File: config.mk
export PLATFORM = sky130hd
export DESIGN_NAME = fpadd_sp
export DESIGN_NICKNAME = d
export VERILOG_FILES = /design/src/rtl/fpadd_pkg.sv /design/src/rtl/fpadd_special.sv /design/src/rtl/fpadd_align.sv /design/src/rtl/fpadd_norm.sv /design/src/rtl/fpadd_round.sv /design/src/rtl/fpadd_sp.sv
export SDC_FILE = /design/constraint.sdc
export NUM_CORES = 1
export LEC_CHECK = 0
export BUFFER_PORTS_ARGS = -buffer_cell sky130_fd_sc_hd__buf_2
export CAP_MARGIN = 25
export CORE_ASPECT_RATIO = 1.75
export CORE_MARGIN = 3
export CORE_UTILIZATION = 30
export DETAILED_ROUTE_END_ITERATION = 10
export HOLD_SLACK_MARGIN = 0.03
export PLACE_DENSITY = 0.42
export SETUP_SLACK_MARGIN = 0.5
export SLEW_MARGIN = 10
export SYNTH_ARGS = -nofsm -noshare
export SYNTH_HDL_FRONTEND = slang
export SYNTH_SLANG_ARGS = --single-unit
File: constraint.sdc
create_clock -name clk -period 2.5 [get_ports clk]
set_input_delay 0.5 -clock clk [delete_from_list [all_inputs] [get_ports clk]]
set_output_delay 0.5 -clock clk [all_outputs]
set_load 0.03 [all_outputs]
File: src/rtl/fpadd_pkg.sv
package fpadd_pkg;
  parameter int EXP_W  = 8;
  parameter int FRAC_W = 23;

  localparam int WORD_W  = 1 + EXP_W + FRAC_W;
  localparam int GRS_W   = 3;
  localparam int MANT_W  = FRAC_W + 1;
  localparam int EXT_W   = MANT_W + GRS_W;
  localparam int SUM_W   = EXT_W + 1;
  localparam int NEXP_W  = EXP_W + 2;
  localparam int LZ_W    = $clog2(EXT_W + 1);
  localparam int EXP_MAX = (1 << EXP_W) - 1;

  typedef struct packed {
    logic              sign;
    logic [EXP_W-1:0]  exp;
    logic [FRAC_W-1:0] frac;
  } fp_word_t;

  localparam fp_word_t QNAN_WORD = '{sign: 1'b0, exp: {EXP_W{1'b1}},
                                     frac: {1'b1, {(FRAC_W-1){1'b0}}}};
endpackage

File: src/rtl/fpadd_special.sv
module fpadd_special
  import fpadd_pkg::*;
(
  input  fp_word_t op_a,
  input  fp_word_t op_b,
  output logic     bypass,
  output fp_word_t bypass_word
);
  logic a_top, b_top, a_nan, b_nan, a_inf, b_inf, a_zero, b_zero;

  always_comb begin
    a_top  = (op_a.exp == {EXP_W{1'b1}});
    b_top  = (op_b.exp == {EXP_W{1'b1}});
    a_nan  = a_top && (op_a.frac != '0);
    b_nan  = b_top && (op_b.frac != '0);
    a_inf  = a_top && (op_a.frac == '0);
    b_inf  = b_top && (op_b.frac == '0);
    a_zero = (op_a.exp == '0);
    b_zero = (op_b.exp == '0);
  end

  // Fixed priority: NaN, clashing infinities, single infinity, zeros.
  always_comb begin
    bypass      = 1'b1;
    bypass_word = QNAN_WORD;
    if (a_nan || b_nan) begin
      bypass_word = QNAN_WORD;
    end else if (a_inf && b_inf && (op_a.sign != op_b.sign)) begin
      bypass_word = QNAN_WORD;
    end else if (a_inf) begin
      bypass_word = op_a;
    end else if (b_inf) begin
      bypass_word = op_b;
    end else if (a_zero && b_zero) begin
      bypass_word = '{sign: op_a.sign & op_b.sign, exp: '0, frac: '0};
    end else if (a_zero) begin
      bypass_word = op_b;
    end else if (b_zero) begin
      bypass_word = op_a;
    end else begin
      bypass = 1'b0;
    end
  end
endmodule

File: src/rtl/fpadd_align.sv
module fpadd_align
  import fpadd_pkg::*;
(
  input  fp_word_t           op_a,
  input  fp_word_t           op_b,
  output logic               lead_sign,
  output logic [EXP_W-1:0]   lead_exp,
  output logic               do_sub,
  output logic [EXT_W-1:0]   lead_ext,
  output logic [EXT_W-1:0]   trail_ext
);
  fp_word_t         big_w, small_w;
  logic [EXP_W-1:0] gap;
  logic [EXT_W-1:0] trail_full, shifted, lost;
  logic             sticky;

  always_comb begin
    if ({op_a.exp, op_a.frac} >= {op_b.exp, op_b.frac}) begin
      big_w   = op_a;
      small_w = op_b;
    end else begin
      big_w   = op_b;
      small_w = op_a;
    end
    lead_sign  = big_w.sign;
    lead_exp   = big_w.exp;
    do_sub     = op_a.sign ^ op_b.sign;
    gap        = big_w.exp - small_w.exp;
    lead_ext   = {1'b1, big_w.frac, {GRS_W{1'b0}}};
    trail_full = {1'b1, small_w.frac, {GRS_W{1'b0}}};
    if (gap >= EXP_W'(EXT_W)) begin
      shifted = '0;
      lost    = trail_full;
    end else begin
      shifted = trail_full >> gap;
      lost    = trail_full & ~({EXT_W{1'b1}} << gap);
    end
    sticky    = |lost;
    trail_ext = {shifted[EXT_W-1:1], shifted[0] | sticky};
  end
endmodule

File: src/rtl/fpadd_norm.sv
module fpadd_norm
  import fpadd_pkg::*;
(
  input  logic [EXP_W-1:0]  lead_exp,
  input  logic              do_sub,
  input  logic [EXT_W-1:0]  lead_ext,
  input  logic [EXT_W-1:0]  trail_ext,
  output logic [EXT_W-1:0]  norm_mant,
  output logic [NEXP_W-1:0] norm_exp,
  output logic              sum_zero
);
  logic [SUM_W-1:0]  raw;
  logic [LZ_W-1:0]   lead_zeros;
  logic              hit;
  logic [NEXP_W-1:0] exp_wide;

  always_comb begin
    if (do_sub) raw = {1'b0, lead_ext} - {1'b0, trail_ext};
    else        raw = {1'b0, lead_ext} + {1'b0, trail_ext};
    sum_zero = (raw == '0);
  end

  always_comb begin
    lead_zeros = '0;
    hit        = 1'b0;
    for (int i = EXT_W - 1; i >= 0; i--) begin
      if (!hit && raw[i]) begin
        lead_zeros = LZ_W'(EXT_W - 1 - i);
        hit        = 1'b1;
      end
    end
  end

  always_comb begin
    exp_wide = {2'b00, lead_exp};
    if (raw[SUM_W-1]) begin
      norm_mant = {raw[SUM_W-1:2], raw[1] | raw[0]};
      norm_exp  = exp_wide + NEXP_W'(1);
    end else begin
      norm_mant = raw[EXT_W-1:0] << lead_zeros;
      norm_exp  = exp_wide - NEXP_W'(lead_zeros);
    end
  end
endmodule

File: src/rtl/fpadd_round.sv
module fpadd_round
  import fpadd_pkg::*;
(
  input  logic              res_sign,
  input  logic [EXT_W-1:0]  norm_mant,
  input  logic [NEXP_W-1:0] norm_exp,
  input  logic              sum_zero,
  output fp_word_t          res_word
);
  logic [MANT_W-1:0] keep;
  logic              g_bit, r_bit, s_bit, bump;
  logic [MANT_W:0]   rounded;
  logic [MANT_W-1:0] carried;
  logic [NEXP_W-1:0] exp_r;
  logic [FRAC_W-1:0] frac_r;
  logic              under, over;

  always_comb begin
    keep    = norm_mant[EXT_W-1:GRS_W];
    g_bit   = norm_mant[GRS_W-1];
    r_bit   = norm_mant[GRS_W-2];
    s_bit   = |norm_mant[GRS_W-3:0];
    bump    = g_bit & (r_bit | s_bit | keep[0]);
    rounded = {1'b0, keep} + (MANT_W+1)'(bump);
    carried = rounded[MANT_W:1];
    if (rounded[MANT_W]) begin
      exp_r  = norm_exp + NEXP_W'(1);
      frac_r = carried[FRAC_W-1:0];
    end else begin
      exp_r  = norm_exp;
      frac_r = rounded[FRAC_W-1:0];
    end
    under = exp_r[NEXP_W-1] || (exp_r == '0);
    over  = !exp_r[NEXP_W-1] && (exp_r[NEXP_W-2:0] >= (NEXP_W-1)'(EXP_MAX));
  end

  always_comb begin
    if (sum_zero || under) begin
      res_word = '{sign: 1'b0, exp: '0, frac: '0};
    end else if (over) begin
      res_word = '{sign: res_sign, exp: {EXP_W{1'b1}}, frac: '0};
    end else begin
      res_word = '{sign: res_sign, exp: exp_r[EXP_W-1:0], frac: frac_r};
    end
  end
endmodule

File: src/rtl/fpadd_sp.sv
module fpadd_sp
  import fpadd_pkg::*;
(
  input  logic              clk,
  input  logic              rst_n,
  input  logic              in_valid,
  output logic              in_ready,
  input  logic [WORD_W-1:0] in_a,
  input  logic [WORD_W-1:0] in_b,
  output logic              out_valid,
  input  logic              out_ready,
  output logic [WORD_W-1:0] out_result
);
  fp_word_t          op_a, op_b, bypass_word, arith_word, next_word;
  logic              bypass;
  logic              lead_sign, do_sub, sum_zero;
  logic [EXP_W-1:0]  lead_exp;
  logic [EXT_W-1:0]  lead_ext, trail_ext, norm_mant;
  logic [NEXP_W-1:0] norm_exp;
  logic              take;

  assign op_a = fp_word_t'(in_a);
  assign op_b = fp_word_t'(in_b);

  fpadd_special u_special (
    .op_a        (op_a),
    .op_b        (op_b),
    .bypass      (bypass),
    .bypass_word (bypass_word)
  );

  fpadd_align u_align (
    .op_a      (op_a),
    .op_b      (op_b),
    .lead_sign (lead_sign),
    .lead_exp  (lead_exp),
    .do_sub    (do_sub),
    .lead_ext  (lead_ext),
    .trail_ext (trail_ext)
  );

  fpadd_norm u_norm (
    .lead_exp  (lead_exp),
    .do_sub    (do_sub),
    .lead_ext  (lead_ext),
    .trail_ext (trail_ext),
    .norm_mant (norm_mant),
    .norm_exp  (norm_exp),
    .sum_zero  (sum_zero)
  );

  fpadd_round u_round (
    .res_sign  (lead_sign),
    .norm_mant (norm_mant),
    .norm_exp  (norm_exp),
    .sum_zero  (sum_zero),
    .res_word  (arith_word)
  );

  assign next_word = bypass ? bypass_word : arith_word;
  assign in_ready  = !out_valid || out_ready;
  assign take      = in_valid && in_ready;

  always_ff @(posedge clk or negedge rst_n) begin
    if (!rst_n) begin
      out_valid  <= 1'b0;
      out_result <= '0;
    end else if (take) begin
      out_valid  <= 1'b1;
      out_result <= next_word;
    end else if (out_ready) begin
      out_valid  <= 1'b0;
    end
  end
endmodule

==> reports/metrics.yaml, run 1 <==
clock_path_buffers: 2
synthArstFlopShare_pct: 100
slew_headroom_pct: 49.1
cts-root-buf: "clkbuf_16"
first_pass_iters: 5
rr_worst_depth: 7
drv_slew: 0
hold_viol_final: 0
initial_utilization_pct: 30.5
r2r-end: "out_result[7]$_DFFE_PN0P_"
cts_hold_buf: 0
routed_wl_mm: 93.3
power_mw: 14.2
cts.reportedPaths.clkPinSlew_ps: 60
tritoncts: "built"
syn_nets: 2223
p_sw_mw: 7.41
finalClockSkew_ps: 3.04
ys_ff_latch: 33
layout-drive-gt1-share_pct: 44.6
fmax_ghz: 0.0817
fin_crit_sh_pct: 490
routabilityCongestion: 1.07
powerDensity_nw_per_um2: 609
synth_cell_types: 106
final.min_clock_period_ps: 12240
r2r_start: "out_valid$_DFFE_PN0P_"
area_delta_synth_final_pct: 68.9
vias: 20563
crit_top_cell: "buf_4"
final_cell_mix: "buf_4 (890), nand2_1 (213), nor2_1 (192)"
die-area_um2: 48900
viasPerCell: 5.80
syn_area_per_cell_um2: 6.71
drc: 0
final_common_cell: "buf_4"
vdd_ir_drop_max_v: 0.000444
cp_max_fo: 4
boundaryPins: 102
yosysWarningCount: 0
wl_per_cell_um: 26.3
start_kind: "input pin"
status: "finished, violations left"
yosysSeqAreaShare_pct: 5.96
htree_levels: 2
tightest_slew_ps: 756
hold_class: "in -> async"
clkPwrFrac_pct: 5.2
worstSetupPathType: "in -> reg"
grt_overflow: 0
grt_usage_pct: 36.0
pwr-share-seq_pct: 6.4
worstSetupStartpoint: "in_b[8]"
synth_edf_count: 0
dp_hpwl_mm: 75.9
p_comb_share_pct: 88.3
hold_ws_ps: 273
synth_area_um2: 13900
finalSetupViolations: 32
die_w_um: 168
cts_buffers: 5
total_leakage_power_nw: 10.9
cp.required_ps: 2690
nNetsFinal: 3125
r2r_slack_ps: 740
cp.arrival_ps: 12430
cts.sinks: 33
p_sw_share_pct: 52.0
first_iter_violations: 1294
ys.flop_type: "dfrtp_1"
fin_util_pct: 51.6
drv_cap: 0
cp_slowest_cell: "or3b_4"
grt_max_degree: 35
numPortBuffers: 101
ant_nets: 0
grt_pass1_wl_mm: 133
antenna_found_initial: 1
clk_latency_ps: 280
syn-instance-count: 2064
p_int_mw: 6.84
core_um2: 45400
crit_path_end_kind: "flop"
rows: 103
setup_tns_ps: -308370
critical-path-max-stage-delay_ps: 520
grt_setup_unrepaired: "true"
die_h_um: 290
setup_ws_ps: -9740
grt_pass1_vias: 21258
violations: "negative setup slack"
[registers in the layout, indices dropped and copies added, names as in the netlist]
signal,count
out_result,32
out_valid,1
[power groups by stage]
stage	Sequential (mW)	Clock (mW)	Combinational, mW
finish	0.915	0.746	12.6
global route	0.929	0.769	13.2
CTS	0.906	0.754	11.7
detailed placement	0.912	0	11.1
global placement	0.906	0	11.1
floorplan	1.25	0	4.79
[layout make-up]
class / count / area (um2)
Clock inverter: 2 / 37.5
Clock buffer: 6 / 139
Antenna cell: 1 / 2.50
Timing Repair Buffer: 1024 / 7880
Inverter: 112 / 453
Fill cell: 4633 / 22000
Multi-Input combinational cell: 1790 / 13300
Tap cell: 577 / 722
Sequential cell: 33 / 826
[kinds of logic (layout without fill, tap and decap cells)]
group	after synthesis	in the layout	synth area share [%]
simple gates	799	802	28.4
other cells	0	1	0
buf+inv	244	1144	7.24
mux	154	154	12.5
compound gates	687	687	34.0
xor+xnor	56	56	3.65
fa+ha+maj	91	91	8.33
flops	33	33	5.96
[cell usage after synthesis (8+ instances only)]
cell	instances	area (um2)
a21o_1	18	135
o21ai_0	115	576
clkbuf_1	84	315
nor2_1	199	747
and2_1	23	144
dfrtp_1	33	826
or2_2	16	100
a21oi_1	170	851
xor2_1	21	184
ha_1	89	1110
o21a_1	27	203
or4_1	9	67.6
nand3_1	65	325
mux4_2	11	248
xnor2_1	33	289
a31oi_1	31	194
nor3_1	79	395
a22oi_1	31	233
and4_1	9	78.8
o21bai_1	20	150
buf_1	13	48.8
nand4_1	34	213
mux2_2	38	428
mux2i_1	105	1050
and3_1	31	194
a211oi_1	38	285
a211o_1	10	87.6
nor2b_1	16	100
o41ai_1	8	70.1
a221oi_1	10	87.6
o22ai_1	14	87.6
nand2b_1	21	131
o221ai_1	18	158
inv_1	109	409
buf_2	24	120
or3_1	23	144
nor4_1	18	113
o211ai_1	26	195
o31ai_1	35	263
nand2_1	223	837
[through the flow]
| stage | cell area (um2) | cells | setup WS [ps] |
|---|---|---|---|
| global placement | 21300 | 3459 | -10430 |
| detailed placement | 21300 | 3460 | -10740 |
| global route | 23400 | 3545 | -10190 |
| floorplan | 14200 | 2064 | -9790 |
| finish | 23400 | 3545 | -9740 |
| CTS | 22400 | 3517 | -9710 |
[worst max path at each step]
stage	end	cells past startpoint
floorplan	out_result[1]$_DFFE_PN0P_	60
global placement	out_result[12]$_DFFE_PN0P_	61
detailed placement	out_result[18]$_DFFE_PN0P_	56
CTS	out_result[19]$_DFFE_PN0P_	62
global route	out_result[5]$_DFFE_PN0P_	61
finish	out_result[11]$_DFFE_PN0P_	67
[metal layers]
layer | track usage [%] | vias up | wire (um)
li1 | - | 9594 | -
met1 | 34.6 | 9757 | 30800
met2 | 64.9 | 818 | 46100
met3 | 4.95 | 394 | 4660
met4 | 33.3 | 0 | 11700
met5 | 0 | - | 0
[timing repair]
action / CTS / global route
endpoints found under the hold margin: 0 / 0
buffers inserted: 47 / 22
cloned: 2 / 5
gates resized for setup: 103 / 163
pin swaps: 54 / 70
setup endpoints to repair: 32 / 32
[worst max-delay path, delay by kind of cell]
kind	cells	cell delay, ps
XOR/XNOR	1	230
AND/OR/NAND/NOR	16	3900
AO/OA/AOI/OAI	26	4500
adder cells (fa/ha/maj)	4	1050
buffers and inverters	20	2250
Note: power is estimated with default switching activity, not from simulation.
==> run 2: changes to the inputs <==
Settings changed: PLACE_DENSITY 0.42 to 0.44.
Clock period 2.5 ns to 10.45 ns, I/O delays scaled along.
==> run 2 against run 1 <==
First-iteration DRC count up 7.2%. Sequential cell count is the same. The flow still finishes with violations (negative setup slack). Clock power shrank 77%. Routed wire length fell by 4.0%. Via count decreased by 1.4%. Critical path depth shrank 7. Register-to-register slack improved by 7500 ps. Cell count down 1.3%. Die area did not move. Non-clock buffer count is 43 lower.
==> reports/metrics.yaml, run 2 (synthesis results as in run 1) <==
status: "finished, violations left"
violations: "negative setup slack"
routabilityCongestion: 1.06  # -0.47%
die_h_um: 290  # unchanged
min_to: "out_result[16]$_DFFE_PN0P_"
routed_wl_mm: 89.5  # -4.0%
final.min_clock_period_ps: 13740
drv_cap: 0  # unchanged
power_mw: 3.30  # -77%
cp_slowest_cell: "or4_4"
boundaryPins: 102  # unchanged
cts.reportedPaths.clkPinSlew_ps: 60  # about the same
p_int_mw: 1.60  # -77%
start_kind: "input pin"
min-delay-start: "out_result[16]$_DFFE_PN0P_"
wl_per_cell_um: 25.6  # -2.8%
crit_top_cell: "o21ai_2"
layout-drive-gt1-share_pct: 42.9  # -1.7 points
initial_utilization_pct: 30.5  # unchanged
hold_class: "reg -> reg"
die-area_um2: 48900  # unchanged
reg_top3: "out_result x32, out_valid x1"
p_sw_share_pct: 51.6  # -0.43 points
numPortBuffers: 101  # unchanged
r2r-end: "out_result[5]$_DFFE_PN0P_"
hold_ws_ps: 512  # +239 ps
p_comb_share_pct: 88.0  # -0.3 points
placed_area_um2: 21100  # -0.87%
tritoncts: "built"
r2r_start: "out_valid$_DFFE_PN0P_"
grt_max_degree: 59  # +69%
final_cell_mix: "buf_4 (845), nand2_1 (214), nor2_1 (189)"
core_um2: 45400  # unchanged
setup_ws_ps: -3290  # +6450 ps
cts_buffers: 5  # unchanged
finalNonFillerCells: 3500  # -1.3%
viasPerCell: 5.79  # -0.14%
grt_pass1_wl_mm: 131  # -1.7%
crit_path_end_kind: "flop"
antenna_found_initial: 1  # unchanged
slew_headroom_pct: 32.1  # -17 points
final_common_cell: "buf_4"
finalClockSkew_ps: 5.47  # +2.43 ps
cts.sinks: 33  # unchanged
rows: 103  # unchanged
cts-root-buf: "clkbuf_16"
largest_register_ffs: 32  # unchanged
dp_hpwl_mm: 74.8  # -1.5%
hold_depth: 2
cp_max_fo: 7  # +3
stdcell_area_um2: 22700  # -3.0%
clock_path_buffers: 2  # unchanged
r2r_slack_ps: 8250  # +7510 ps
rr_worst_depth: 6  # -1
clk_latency_ps: 280  # about the same
cp.required_ps: 10620  # +7930 ps
htree_levels: 2  # unchanged
grt_pass1_vias: 21251  # -0.033%
first_pass_iters: 5  # unchanged
total_leakage_power_nw: 10.7  # -2.2%
cts_hold_buf: 0  # unchanged
area_delta_synth_final_pct: 63.8
vias: 20274  # -1.4%
fmax_ghz: 0.0728
hold_viol_final: 0  # unchanged
drv_slew: 0  # unchanged
die_w_um: 168  # unchanged
p_sw_mw: 1.70  # -77%
fin_crit_sh_pct: 131
nNetsFinal: 3079  # -1.5%
dp.cells: 3437  # -0.66%
drc: 0  # unchanged
setup_tns_ps: -101570  # +206800 ps
tightest_slew_ps: 1010  # +254 ps
largest-register: "out_result"
vdd_ir_drop_max_v: 0.0000997  # -78%
grt_setup_unrepaired: "true"
worstSetupPathType: "in -> reg"
first_iter_violations: 1387  # +7.2%
ant_nets: 0  # unchanged
finalSetupViolations: 32  # unchanged
cp.arrival_ps: 13910  # +1480 ps
grt_overflow: 0  # unchanged
critical-path-max-stage-delay_ps: 620  # +100 ps
grt_usage_pct: 35.1  # -0.87 points
powerDensity_nw_per_um2: 145  # -76%
clkPwrFrac_pct: 5.2  # about the same
pwr-share-seq_pct: 6.9  # +0.5 points
## run 2: cell types whose count changed in the layout (fill, tap and decap cells not counted), sizes merged
cell	change
buf	-40
clkbuf	-4
nand2	-2
clkinv	+1
diode	+1
nand3	-1
## run 2: critical path: cells and delay by family
family                     cells  cell delay [ps]
AOI/OAI and AO/OA             27             5080
and+or+nand+nor               17             4180
adders and majority gates      5             1100
buffers and inverters          9              980
muxes                          1              230
xor gates and xnor gates       1              200
## run 2: worst max path at each step
stage	startpoint	end	slack, ps	cells after the start
final	in_b[25]	out_result[13]$_DFFE_PN0P_	-3290	60
after floorplan	in_b[23]	out_result[3]$_DFFE_PN0P_	-3380	60
after global placement	in_b[10]	out_result[3]$_DFFE_PN0P_	-4200	54
after global routing	in_b[2]	out_result[13]$_DFFE_PN0P_	-3870	60
after CTS	in_b[20]	out_result[1]$_DFFE_PN0P_	-3370	59
after detailed placement	in_b[10]	out_result[1]$_DFFE_PN0P_	-4330	56
## run 2: per-layer routing
layer | global-route usage [%] | vias up | share of wire [%]
met5 | 0 | - | 0
met4 | 30.2 | 0 | 11
met3 | 4.40 | 379 | 4.6
met2 | 64.1 | 763 | 50
met1 | 34.3 | 9648 | 34
li1 | - | 9484 | -
## run 2: cell type report
| type | count | area [um2] |
|---|---|---|
| multi-input combinational | 1787 | 13100 |
| antenna | 2 | 5.00 |
| inverter | 112 | 443 |
| clock inverter | 3 | 46.3 |
| fill | 4651 | 22700 |
| clock buffer | 5 | 125 |
| timing repair buffer | 981 | 7450 |
| sequential | 33 | 826 |
| tap | 577 | 722 |
## run 2: what timing repair did
item | 4_1_cts | 5_1_grt
resized for setup | 113 | 100
pin swaps | 63 | 56
gates cloned | 1 | 0
setup endpoints to repair | 32 | 32
setup buffers | 37 | 15
## run 2: power by group through the flow
stage	clock, mW	sequential, mW	combinational (mW)
6_report	0.170	0.226	2.90
5_1_grt	0.176	0.226	3.07
4_1_cts	0.172	0.224	2.78
3_5_place_dp	0	0.225	2.66
3_3_place_gp	0	0.224	2.66
2_1_floorplan	0	0.298	1.15
## run 2: per-stage QoR
stage | setup WS, ps | util [%]
2_1_floorplan | -3380 | -
3_5_place_dp | -4330 | 46.6
6_report | -3290 | 50.0
5_1_grt | -3870 | 50.0
4_1_cts | -3370 | 48.7
3_3_place_gp | -4200 | 46.6
==> run 3: changes to the inputs <==
Settings changed: CORE_UTILIZATION 30 to 35, PLACE_DENSITY 0.44 to 0.5.
==> run 3 against run 2 <==
Via count up 0.54%. Clock skew down 2.4 ps. Fmax up 0.20%. Critical path type unchanged. Global-route usage up 3.7 points. Clock power down 16%. Non-clock buffer count down 21. Combinational power down 1%. Count of clock-buffer cells in the layout unchanged. The run still ends with negative setup slack left. Setup slack better by 27 ps. Power down 2.2%.
==> reports/metrics.yaml, run 3 (synthesis results as in run 1) <==
status: "finished, violations left"
violations: "negative setup slack"
setup_ws_ps: -3260  # +27.5 ps
multi_input_area_um2: 13200  # +0.66%
first_pass_iters: 5  # unchanged
cts.sinks: 33  # unchanged
grt_setup_unrepaired: "true"
setup_tns_ps: -101670  # -102 ps
boundaryPins: 102  # unchanged
wl_per_cell_um: 25.4  # -0.86%
final.min_clock_period_ps: 13710  # -27.5 ps
powerDensity_nw_per_um2: 143  # -1.6%
largest-register: "out_result"
min_to: "out_result[3]$_DFFE_PN0P_"
area_delta_synth_final_pct: 62.8
drv_cap: 0  # unchanged
cts-root-buf: "clkbuf_16"
crit_buf_inv: 6  # -3
crit_path_end_kind: "flop"
slew_headroom_pct: 24.3  # -7.8 points
cp.required_ps: 10640  # +20 ps
clk_latency_ps: 280  # about the same
r2r_slack_ps: 8140  # -110 ps
grt_usage_pct: 38.8  # +3.7 points
cp_slowest_cell: "or4_4"
fin_crit_sh_pct: 131  # -0.26 points
rows: 95  # -7.8%
largest_register_ffs: 32  # unchanged
numPortBuffers: 101  # unchanged
die-area_um2: 42100  # -14%
finalClockSkew_ps: 3.04  # -2.43 ps
initial_utilization_pct: 35.7  # +5.2 points
cp_max_fo: 6  # -1
dp_hpwl_mm: 70.1  # -6.3%
cts_hold_buf: 0  # unchanged
die_w_um: 156  # -7.2%
nNetsFinal: 3059  # -0.65%
start_kind: "input pin"
reg_top3: "out_result x32, out_valid x1"
post-place-ws_ps: -4030  # +302 ps
hold_viol_final: 0  # unchanged
final_cell_mix: "buf_4 (829), nand2_1 (216), nor2_1 (193)"
finalSetupViolations: 32  # unchanged
register_area_um2: 826  # unchanged
r2r_start: "out_valid$_DFFE_PN0P_"
core_um2: 38700  # -15%
grt_pass1_wl_mm: 125  # -5.1%
rr_worst_depth: 6  # unchanged
antenna_found_initial: 3  # +2
r2r-end: "out_result[7]$_DFFE_PN0P_"
total_leakage_power_nw: 10.6  # -1.1%
cts.reportedPaths.clkPinSlew_ps: 50  # about the same
critical-path-max-stage-delay_ps: 620  # about the same
worstSetupPathType: "in -> reg"
min-delay-start: "out_result[3]$_DFFE_PN0P_"
grt_overflow: 0  # unchanged
drv_slew: 0  # unchanged
hold_ws_ps: 516  # +3.96 ps
hold_class: "reg -> reg"
final_common_cell: "buf_4"
grt_max_degree: 38  # -36%
routabilityCongestion: 1.06  # about the same
grt_pass1_vias: 20722  # -2.5%
hold_depth: 2  # unchanged
viasPerCell: 6.02  # +3.9%
cts_buffers: 5  # unchanged
first_iter_violations: 1359  # -2.0%
drc: 0  # unchanged
die_h_um: 269  # -7.3%
fmax_ghz: 0.0729  # +0.20%
routed_wl_mm: 85.9  # -4.0%
htree_levels: 2  # unchanged
ant_nets: 0  # unchanged
clock_path_buffers: 2  # unchanged
layout-drive-gt1-share_pct: 43.1  # +0.16 points
tightest_slew_ps: 1130  # +115 ps
tritoncts: "built"
vdd_ir_drop_max_v: 0.000106  # +6.1%
cp.arrival_ps: 13900  # about the same
n_fill_cell: 3764  # -19%
vias: 20383  # +0.54%
crit_family: "compound AO/OA/AOI/OAI gates"
[run 3: changes by cell type in the layout (fill, tap and decap cells not counted), moves of 5 or more]
cell    change
inv_1       -9
ha_4        +7
buf_4      -16
nor2_2      -5
ha_1        -7
inv_2       +6
buf_2       -9
[run 3: per-layer routing]
layer,track usage (%),wire length (um)
met5,0,12
met4,37.6,10800
met3,5.68,4620
met2,67.3,41800
met1,38.2,28600
[run 3: worst reg2reg max path, cell delays in order (launching register included)]
cell,delay [ps]
dfrtp_1,370
nand2b_1,130
and2_1,670
nand2_1,550
nor2_1,310
a21oi_1,90
o41ai_2,90
[run 3: worst max-delay path by stage]
| stage | startpoint | end | slack (ps) | cells after the start |
|---|---|---|---|---|
| 6_report | in_b[8] | out_result[0]$_DFFE_PN0P_ | -3260 | 52 |
| 5_1_grt | in_b[12] | out_result[0]$_DFFE_PN0P_ | -3680 | 56 |
| 4_1_cts | in_a[11] | out_result[7]$_DFFE_PN0P_ | -3040 | 57 |
| 3_5_place_dp | in_b[10] | out_result[16]$_DFFE_PN0P_ | -4030 | 57 |
| 3_3_place_gp | in_b[10] | out_result[0]$_DFFE_PN0P_ | -3900 | 57 |
| 2_1_floorplan | in_b[23] | out_result[3]$_DFFE_PN0P_ | -3380 | 60 |
[run 3: final cells by class]
cell class / count / area share [%]
multi-input cells: 1788 / 58.3
repair buffers: 960 / 32.7
flip-flops and latches: 33 / 3.66
well taps: 485 / 2.69
inverters: 112 / 2.00
clock buffers: 5 / 0.555
clock inverters: 3 / 0.0777
diodes: 2 / 0.0222
[run 3: stage by stage]
stage | area, um2 | utilization [%] | power, mW | cells
6_report | 22600 | 58.2 | 3.23 | 3388
5_1_grt | 22600 | 58.2 | 3.38 | 3388
4_1_cts | 22000 | 56.8 | 3.08 | 3368
3_5_place_dp | 20900 | 53.9 | 2.84 | 3327
3_3_place_gp | 20900 | 53.9 | 2.83 | 3327
2_1_floorplan | 14200 | - | 1.44 | 2064
[run 3: report_power, final]
group	internal (mW)	switching, mW	total (mW)
Combinational	1.28	1.58	2.86
Clock	0.0872	0.0558	0.143
Sequential	0.176	0.0488	0.225
Total	1.54	1.69	3.23
[run 3: what timing repair did]
item,in CTS,in global routing
setup buffers,30,17
pin swaps,56,54
cloned,3,1
endpoints found under the setup margin,32,32
resized for setup,143,84
